`src/rtl/ptw_pkg.sv`:
```
package ptw_pkg;
  typedef enum logic [1:0] {ACC_READ = 2'd0, ACC_WRITE = 2'd1, ACC_EXEC = 2'd2} acc_e;
  typedef enum logic [1:0] {OUT_NEXT, OUT_LEAF, OUT_FAULT} outcome_e;
  typedef enum logic {ST_IDLE, ST_WAIT} state_e;

  localparam logic [2:0] ERR_NONE  = 3'd0;
  localparam logic [2:0] ERR_XLAT  = 3'd1;
  localparam logic [2:0] ERR_PERM  = 3'd4;
  localparam logic [2:0] ERR_SEC   = 3'd5;
  localparam logic [2:0] ERR_AFLAG = 3'd6;

  localparam logic [1:0] LVL_FIRST = 2'd1;
  localparam logic [1:0] LVL_LAST  = 2'd3;

  // descriptor bit positions
  localparam int B_NSTBL = 63;
  localparam int B_XN_HI = 54;
  localparam int B_XN_LO = 53;
  localparam int B_AF    = 10;
  localparam int B_RO    = 7;
  localparam int B_NS    = 5;
endpackage

```
`src/rtl/ptw_addr_gen.sv`:
```
module ptw_addr_gen #(
  parameter int VA_W       = 32,
  parameter int PA_W       = 40,
  parameter int PAGE_SHIFT = 12
) (
  input  logic [1:0]      level,
  input  logic [PA_W-1:0] tbl_base,
  input  logic [VA_W-1:0] va,
  output logic [PA_W-1:0] desc_addr
);
  localparam int IDX_W  = PAGE_SHIFT - 3;
  localparam int L2_LSB = PAGE_SHIFT + IDX_W;
  localparam int L1_LSB = L2_LSB + IDX_W;

  logic [IDX_W-1:0] idx;
  logic unused_low;
  assign unused_low = ^va[PAGE_SHIFT-1:0];

  always_comb begin
    case (level)
      2'd1:    idx = IDX_W'(va[VA_W-1:L1_LSB]);
      2'd2:    idx = va[L1_LSB-1:L2_LSB];
      default: idx = va[L2_LSB-1:PAGE_SHIFT];
    endcase
    desc_addr = tbl_base + PA_W'({idx, 3'b000});
  end
endmodule

```
`src/rtl/ptw_desc_eval.sv`:
```
module ptw_desc_eval
  import ptw_pkg::*;
#(
  parameter int DESC_W     = 64,
  parameter int PA_W       = 40,
  parameter int PAGE_SHIFT = 12
) (
  input  logic [DESC_W-1:0] desc,
  input  logic [1:0]        level,
  input  acc_e              acc,
  input  logic              nonsec,
  output outcome_e          kind,
  output logic [2:0]        code,
  output logic [PA_W-1:0]   next_base
);
  logic unused_bits;
  assign unused_bits = ^{desc[B_NSTBL-1:B_XN_HI+1], desc[B_XN_LO-1:PA_W],
                         desc[PAGE_SHIFT-1:B_AF+1], desc[B_AF-1:B_RO+1],
                         desc[B_RO-1:B_NS+1], desc[B_NS-1:2]};

  always_comb begin
    next_base = {desc[PA_W-1:PAGE_SHIFT], {PAGE_SHIFT{1'b0}}};
    kind = OUT_NEXT;
    code = ERR_NONE;
    if (desc[1:0] != 2'b11) begin
      kind = OUT_FAULT; code = ERR_XLAT;
    end else if (level != LVL_LAST) begin
      if (nonsec && !desc[B_NSTBL]) begin
        kind = OUT_FAULT; code = ERR_SEC;
      end
    end else if (nonsec && !desc[B_NS]) begin
      kind = OUT_FAULT; code = ERR_SEC;
    end else if (!desc[B_AF]) begin
      kind = OUT_FAULT; code = ERR_AFLAG;
    end else if (acc == ACC_WRITE && desc[B_RO]) begin
      kind = OUT_FAULT; code = ERR_PERM;
    end else if (acc == ACC_EXEC && |desc[B_XN_HI:B_XN_LO]) begin
      kind = OUT_FAULT; code = ERR_PERM;
    end else begin
      kind = OUT_LEAF;
    end
  end
endmodule

```
`src/rtl/ptw_walker.sv`:
```
module ptw_walker
  import ptw_pkg::*;
#(
  parameter int VA_W       = 32,
  parameter int PA_W       = 40,
  parameter int DESC_W     = 64,
  parameter int PAGE_SHIFT = 12
) (
  input  logic              clk,
  input  logic              rst,
  input  logic              req_valid,
  output logic              req_ready,
  input  logic [VA_W-1:0]   req_va,
  input  logic [1:0]        req_acc,
  input  logic              req_nonsec,
  input  logic [PA_W-1:0]   base_addr,
  output logic              mem_req_valid,
  output logic [PA_W-1:0]   mem_req_addr,
  input  logic              mem_rsp_valid,
  input  logic [DESC_W-1:0] mem_rsp_data,
  output logic              done,
  output logic              fault,
  output logic [PA_W-1:0]   pa,
  output logic [2:0]        err_code,
  output logic [1:0]        err_level
);
  state_e          st;
  logic [1:0]      level_q;
  logic [VA_W-1:0] va_q;
  acc_e            acc_q;
  logic            nonsec_q;

  logic [1:0]      ag_level;
  logic [PA_W-1:0] ag_base;
  logic [VA_W-1:0] ag_va;
  logic [PA_W-1:0] ag_addr;
  outcome_e        ev_kind;
  logic [2:0]      ev_code;
  logic [PA_W-1:0] ev_next;

  assign req_ready = (st == ST_IDLE);
  assign ag_level  = (st == ST_IDLE) ? LVL_FIRST : level_q + 2'd1;
  assign ag_base   = (st == ST_IDLE) ? base_addr : ev_next;
  assign ag_va     = (st == ST_IDLE) ? req_va : va_q;

  ptw_addr_gen #(.VA_W(VA_W), .PA_W(PA_W), .PAGE_SHIFT(PAGE_SHIFT)) u_addr (
    .level(ag_level), .tbl_base(ag_base), .va(ag_va), .desc_addr(ag_addr));

  ptw_desc_eval #(.DESC_W(DESC_W), .PA_W(PA_W), .PAGE_SHIFT(PAGE_SHIFT)) u_eval (
    .desc(mem_rsp_data), .level(level_q), .acc(acc_q), .nonsec(nonsec_q),
    .kind(ev_kind), .code(ev_code), .next_base(ev_next));

  always_ff @(posedge clk) begin
    if (rst) begin
      st <= ST_IDLE;
      level_q <= 2'd0;
      va_q <= '0;
      acc_q <= ACC_READ;
      nonsec_q <= 1'b0;
      mem_req_valid <= 1'b0;
      mem_req_addr <= '0;
      done <= 1'b0;
      fault <= 1'b0;
      pa <= '0;
      err_code <= ERR_NONE;
      err_level <= 2'd0;
    end else begin
      done <= 1'b0;
      mem_req_valid <= 1'b0;
      case (st)
        ST_IDLE: if (req_valid) begin
          va_q <= req_va;
          acc_q <= acc_e'(req_acc);
          nonsec_q <= req_nonsec;
          level_q <= LVL_FIRST;
          mem_req_valid <= 1'b1;
          mem_req_addr <= ag_addr;
          st <= ST_WAIT;
        end
        default: if (mem_rsp_valid) begin
          case (ev_kind)
            OUT_NEXT: begin
              level_q <= level_q + 2'd1;
              mem_req_valid <= 1'b1;
              mem_req_addr <= ag_addr;
            end
            OUT_LEAF: begin
              done <= 1'b1;
              fault <= 1'b0;
              pa <= {mem_rsp_data[PA_W-1:PAGE_SHIFT], va_q[PAGE_SHIFT-1:0]};
              err_code <= ERR_NONE;
              err_level <= 2'd0;
              st <= ST_IDLE;
            end
            default: begin
              done <= 1'b1;
              fault <= 1'b1;
              pa <= '0;
              err_code <= ev_code;
              err_level <= level_q;
              st <= ST_IDLE;
            end
          endcase
        end
      endcase
    end
  end

  // a fetch strobe is never repeated back to back (one outstanding)
  assert_single_fetch_R10: assert property (@(posedge clk) disable iff (rst)
    mem_req_valid |=> !mem_req_valid);
  // accepting a request makes the walker busy
  assert_busy_after_accept_R10: assert property (@(posedge clk) disable iff (rst)
    (req_valid && req_ready) |=> !req_ready);
  // completion is a single-cycle pulse
  assert_done_pulse_R3: assert property (@(posedge clk) disable iff (rst)
    done |=> !done);
  // every fault names a level
  assert_fault_level_R4: assert property (@(posedge clk) disable iff (rst)
    (done && fault) |-> (err_level != 2'd0));
  // secure faults only arise from non-secure requests
  assert_sec_only_nonsec_R6: assert property (@(posedge clk) disable iff (rst)
    (done && fault && err_code == ERR_SEC) |-> nonsec_q);
endmodule

```
`config.mk`:
```
export PLATFORM = sky130hd
export DESIGN_NAME = ptw_walker
export DESIGN_NICKNAME = d
export VERILOG_FILES = /design/src/rtl/ptw_pkg.sv /design/src/rtl/ptw_addr_gen.sv /design/src/rtl/ptw_desc_eval.sv /design/src/rtl/ptw_walker.sv
export SDC_FILE = /design/constraint.sdc
export NUM_CORES = 1
export LEC_CHECK = 0
export ABC_CLOCK_PERIOD_IN_PS = 5600
export BUFFER_PORTS_ARGS = -buffer_cell sky130_fd_sc_hd__clkbuf_2
export CORE_UTILIZATION = 50
export DETAILED_ROUTE_END_ITERATION = 8
export PLACE_DENSITY = 0.79
export SYNTH_ARGS = -nofsm -noshare
export SYNTH_HDL_FRONTEND = slang
export SYNTH_SLANG_ARGS = --single-unit
```
`constraint.sdc`:
```
create_clock -name clk -period 5.6 [get_ports clk]
set_input_delay 1.12 -clock clk [delete_from_list [all_inputs] [get_ports clk]]
set_output_delay 1.12 -clock clk [all_outputs]
set_load 0.1 [all_outputs]
```
==> metrics.cfg, run 1 <==
[setup_path]
end_kind = flop
worst_ep_required_time_ps = 5950
arrival_ps = 4800
cp-start-kind = flop
crit_type = reg2reg
worst-path-max-fanout = 12

[logic_synthesis]
synth_top_area_cell = dfxtp_1
syn_nets = 895
synth.area.top_cells = dfxtp_1, nand2_1, a22o_1, mux2i_1, a21oi_1
synth_warnings = 0
yosysSeqAreaShare_pct = 40.2
synth_commonest_cells = dfxtp_1, nand2_1, a21oi_1, nand3_1, a22o_1
avgSynthCellArea_um2 = 8.50
yosysMostFrequentCell = dfxtp_1
synthArstFlopShare_pct = 0
synth_ff_type = dfxtp_1
netlist_instances = 739
ys_seq_elements = 126
synth.top_cell.area_share_pct = 40.2
synth_cell_type_count = 65
syn_area_um2 = 6280
synth_edf_count = 0

[flow_run]
max_cap_viol_count = 0

[finish]
nets = 1075
area_growth_pct = 27.1
design_area_um2 = 7990
instances_no_fill = 1100
num_antenna_cells = 0
drive_gt1_share_pct = 29.7
final_core_util_pct = 65.9

[clock_network]
cts_tree = built
cts_sinks = 126
root_buffer = clkbuf_16
post_cts_buffers = 0
clock_path_buffers = 2
h-tree-depth = 4
cts_buffers = 17
cts_resized = 0
holdBufCountCts = 0
clk_pin_slew_ps = 60
clkLatencyLatePin_ps = 420

[timing]
finalHoldViolCount = 0
post-route-period-util_pct = 79.4
tightest_slew_ps = 1020
setup_viol = 0
fmax_mhz = 225
finalMaxSlewViolations = 0
holdWs_ps = 451
fin_tns_setup_ps = 0
final.setup.worst_slack_ps = 1150
rsz0062_at_grt = no
fin_crit_ps = 4450
fin_skew_ps = 7.49
maxSlewHeadroom_pct = 31.6

[floorplan]
die_x_um = 114
std_cell_rows = 40
die_y_um = 114
dieArea_um2 = 13000
core_um2 = 12100
io_pins = 232
initial_core_util_pct = 51.9

[pwr]
power_mw = 2.62
leakagePower_nw = 3.51
ir_drop_mv = 0.174
power_per_cell_area_nw_per_um2 = 329

[placement]
place_ws_ps = 1270
dp_hpwl_um = 13200
post_dp_cell_area_um2 = 7380
gp_congestion = 0.867
port_buffers = 203
dp_cells = 1068

[global_route]
grt_usage_pct = 28.8
grt_pass1_vias = 5750
grt_max_degree = 49
antenna_found_initial = 0
grt_overflow = 0
grt_pass1_wl_um = 29000

[drt]
drtPass1Iterations = 5
drt_iter0_drc = 375
vias = 6277
ant_nets = 0
avgRoutedWirePerCell_um = 16.9
drc = 0
viasPerCell = 5.71
drt_wl_total_um = 18600

[outcome]
outcome = complete, no violations

[hold_path]
holdCritPathClass = reg2reg

==> worst paths after layout <==
| check | cells after the start | endpoint | slack [ps] | from |
|---|---|---|---|---|
| setup reg to reg | 13 | mem_req_addr[34] | 1150 | level_q[0] |
| hold reg to reg | 2 | mem_req_addr[9] | 450 | mem_req_addr[9] |
| setup / recovery | 13 | mem_req_addr[34] | 1150 | level_q[0] |
| hold / removal | 2 | mem_req_addr[9] | 450 | mem_req_addr[9] |
==> per-layer routing <==
layer | vias to the layer above | share of wire, % | wire [µm] | track usage (%)
met2 | 292 | 45 | 8400 | 44.3
met1 | 2888 | 44 | 8210 | 39.1
met5 | - | 0 | 0 | 0
met4 | 0 | 1.5 | 280 | 7.97
met3 | 36 | 9.2 | 1700 | 8.63
li1 | 3061 | - | - | -
==> sequential cells by signal, summed over array words and instances, names as in the netlist <==
signal / cells
err_level: 2
nonsec_q: 1
err_code: 3
st: 1
acc_q: 2
va_q: 32
mem_req_addr: 40
mem_req_valid: 1
fault: 1
level_q: 2
pa: 40
done: 1
==> layout make-up <==
cell class,instances,area [µm²]
Sequential cell,126,2530
Clock inverter,12,136
Fill cell,1103,4130
Inverter,11,41.3
Multi-Input combinational cell,553,3540
Tap cell,168,210
Clock buffer,20,467
Timing Repair Buffer,210,1070
==> placed cells by master (no fill, tap or decap), drive strengths merged, types with 21 or more instances in the layout <==
cell,n
nor2,31
nand3,47
mux2i,34
clkbuf,223
a22o,41
o21ai,23
a21oi,58
nand2,122
nor3,21
dfxtp,126
==> power by group <==
group          internal, mW  switching, mW
clock network         0.691          0.415
registers             0.941         0.0312
logic                 0.144          0.401
total                  1.78          0.847
==> logic make-up (layout without fill, tap and decap cells) <==
group	count (synthesis)	after routing	share of synthesized area (%)
AO/OA/AOI/OAI	191	191	21.3
XOR/XNOR	12	12	1.67
adder cells (fa/ha/maj)	13	13	2.71
buffers and inverters	60	253	3.92
flip-flops	126	126	40.2
multiplexers	50	50	8.29
AND/OR/NAND/NOR	287	287	22.0
==> worst max-delay path: stages (launching register included) <==
cell       delay, ps
dfxtp_1          410
ha_1             280
nand2_1          100
inv_1             50
ha_1             510
nand2b_1         300
o21ai_0          150
ha_1             390
a21o_1           240
a31o_2           240
o211ai_1         710
a21oi_1          370
a2111oi_0        470
a311o_1          170
Power figures use the tool's default switching activity.
==> run 2, diff against run 1 <==
--- a/config.mk
+++ b/config.mk
@@ -5,11 +5,12 @@
 export SDC_FILE = /design/constraint.sdc
 export NUM_CORES = 1
 export LEC_CHECK = 0
-export ABC_CLOCK_PERIOD_IN_PS = 5600
+export ABC_AREA = 1
+export ABC_CLOCK_PERIOD_IN_PS = 4000
 export BUFFER_PORTS_ARGS = -buffer_cell sky130_fd_sc_hd__clkbuf_2
-export CORE_UTILIZATION = 50
+export CORE_UTILIZATION = 46
 export DETAILED_ROUTE_END_ITERATION = 8
-export PLACE_DENSITY = 0.79
+export PLACE_DENSITY = 0.75
 export SYNTH_ARGS = -nofsm -noshare
 export SYNTH_HDL_FRONTEND = slang
 export SYNTH_SLANG_ARGS = --single-unit
==> constraint.sdc (replaced) <==
create_clock -name clk -period 4 [get_ports clk]
set_input_delay 0.8 -clock clk [delete_from_list [all_inputs] [get_ports clk]]
set_output_delay 0.8 -clock clk [all_outputs]
set_load 0.1 [all_outputs]
==> metrics.cfg, run 2 <==
[logic_synthesis]
synth_warnings = 0
syn_area_um2 = 6770
synth_top_area_cell = dfxtp_1
netlist_instances = 1048
synth.top_cell.area_share_pct = 37.3
ys_seq_elements = 126
syn_nets = 1204
synthArstFlopShare_pct = 0
yosysSeqAreaShare_pct = 37.3
synth_cell_type_count = 41
synth_commonest_cells = nand2_1, nor2_1, dfxtp_1, inv_1, o21ai_0
synth_edf_count = 0
avgSynthCellArea_um2 = 6.46
yosysMostFrequentCell = nand2_1
synth.area.top_cells = dfxtp_1, nand2_1, nor2_1, o21ai_0, inv_1
synth_ff_type = dfxtp_1

[drt]
drt_wl_total_um = 19700
drc = 0
vias = 7249
drtPass1Iterations = 5
viasPerCell = 5.09
avgRoutedWirePerCell_um = 13.8
drt_iter0_drc = 428
ant_nets = 0

[setup_path]
cp-start-kind = flop
end_kind = flop
crit_type = reg2reg
critPathSlowestCell = nor2_1
slowest_delay_ps = 430
worstPathCellList = ha_1 -> nand2_1 -> inv_1 -> ha_1 -> nor2_1 -> o21ai_0 -> o22ai_1 -> ha_1 -> or2_2 -> nand3b_1 -> nand2_1 -> nand2_1 -> nand3_1 -> xor2_1 -> o21ai_0 -> inv_1
worst-path-max-fanout = 11
worst_ep_required_time_ps = 4320
arrival_ps = 3870
crit_buf_inv = 2
worst_path_dominant_cell_family = simple AND/OR/NAND/NOR gates

[finish]
nets = 1387
drive_gt1_share_pct = 23.3
area.sequential_um2 = 2520
instances_no_fill = 1424
fillCellCount = 1372
final_cell_mix = nand2_1, clkbuf_2, nor2_1
reg.largest.list = mem_req_addr (40), pa (40), va_q (32)
final_common_cell = nand2_1
area_growth_pct = 24.6
num_antenna_cells = 0
multi_input_area_um2 = 3570

[timing]
fmax_mhz = 281
post-route-period-util_pct = 88.9
fin_crit_ps = 3560
finalMaxSlewViolations = 0
rsz0062_at_grt = no
setup_viol = 0
maxSlewHeadroom_pct = 55.3
finalHoldViolCount = 0
tightest_slew_ps = 669
fin_tns_setup_ps = 0
fin_skew_ps = 5.13

[clock_network]
root_buffer = clkbuf_16
post_cts_buffers = 0
cts_buffers = 17
clock_path_buffers = 2
holdBufCountCts = 0
clk_pin_slew_ps = 60
clkLatencyLatePin_ps = 420
cts_resized = 0
cts_sinks = 126
cts_tree = built
h-tree-depth = 4

[placement]
port_buffers = 203
dp_cells = 1392
gp_congestion = 0.923
dp_hpwl_um = 14600

[flow_run]
max_cap_viol_count = 0

[pwr]
leakagePower_nw = 4.19
power_mw = 3.75
ir_drop_mv = 0.306
power_per_cell_area_nw_per_um2 = 445

[global_route]
grt_pass1_vias = 6424
top_usage_layer = met2
grt_usage_pct = 26.7
grt_util_met2_pct = 42.0
grt_max_degree = 54
grt_util_met1_pct = 35.6
grt_pass1_wl_um = 31300
grt_util_met3_pct = 6.78
antenna_found_initial = 0
grt_overflow = 0

[floorplan]
core_um2 = 14100
die_y_um = 123
io_pins = 232
dieArea_um2 = 15200
die_x_um = 123
initial_core_util_pct = 48.0
std_cell_rows = 43

[hold_path]
holdCritPathClass = reg2reg

[outcome]
outcome = complete, no violations

## run 2: cell types whose count changed after synthesis, sizes merged, moves of 13 or more
cell   change
a22o      -41
inv      +103
mux2      -16
mux2i     -34
nand2    +172
nand3     +13
nor2     +124
nor2b     -13
nor3      -17
o21ai     +88
## run 2: through the flow
step	cell area (µm²)	worst slack, ps	util (%)	hold WS [ps]
CTS	8430	450	59.8	449
global route	8430	117	59.8	466
detailed placement	7850	470	55.7	440
finish	8430	442	59.8	450
floorplan	6770	435	-	425
global placement	7850	511	55.7	436
## run 2: cells by family after synthesis
family	count (synthesis)	synth area share (%)
and+or+nand+nor	535	33.2
AOI/OAI and AO/OA	198	15.5
adders and majority gates	13	2.52
DFF	126	37.3
buffers and inverters	164	9.99
xor gates and xnor gates	12	1.55
## run 2: final timing paths
check,startpoint,end,slack [ps],depth (start not counted)
setup reg to reg,level_q[0],mem_req_addr[12],440,16
setup / recovery,level_q[0],mem_req_addr[12],440,16
hold / removal,va_q[9],va_q[9],450,2
hold reg to reg,va_q[9],va_q[9],450,2
## run 2: where the power goes
part	internal (mW)	total [mW]	switching (mW)
Sequential	1.33	1.36	0.0339
Clock	0.883	1.50	0.618
Combinational	0.210	0.890	0.679
Total	2.42	3.75	1.33
## run 2: layout make-up
class,count,area share [%]
Clock inverter,13,1.56
Multi-Input combinational cell,758,42.4
Timing Repair Buffer,215,13.1
Inverter,113,5.09
Clock buffer,19,5.26
Tap cell,180,2.67
Sequential cell,126,29.9
## run 2: worst min-delay path, cell delays in order, from the launching register on
cell     delay (ps)
dfxtp_1         290
inv_1            50
a21oi_1          60
## run 2: layer usage
| metal | vias to the layer above | share of wire [%] | wire [µm] |
|---|---|---|---|
| li1 | 3714 | - | - |
| met1 | 3234 | 45 | 8920 |
| met2 | 273 | 45 | 8830 |
| met3 | 28 | 8.3 | 1640 |
| met4 | 0 | 1.6 | 323 |
| met5 | - | 0 | 0 |
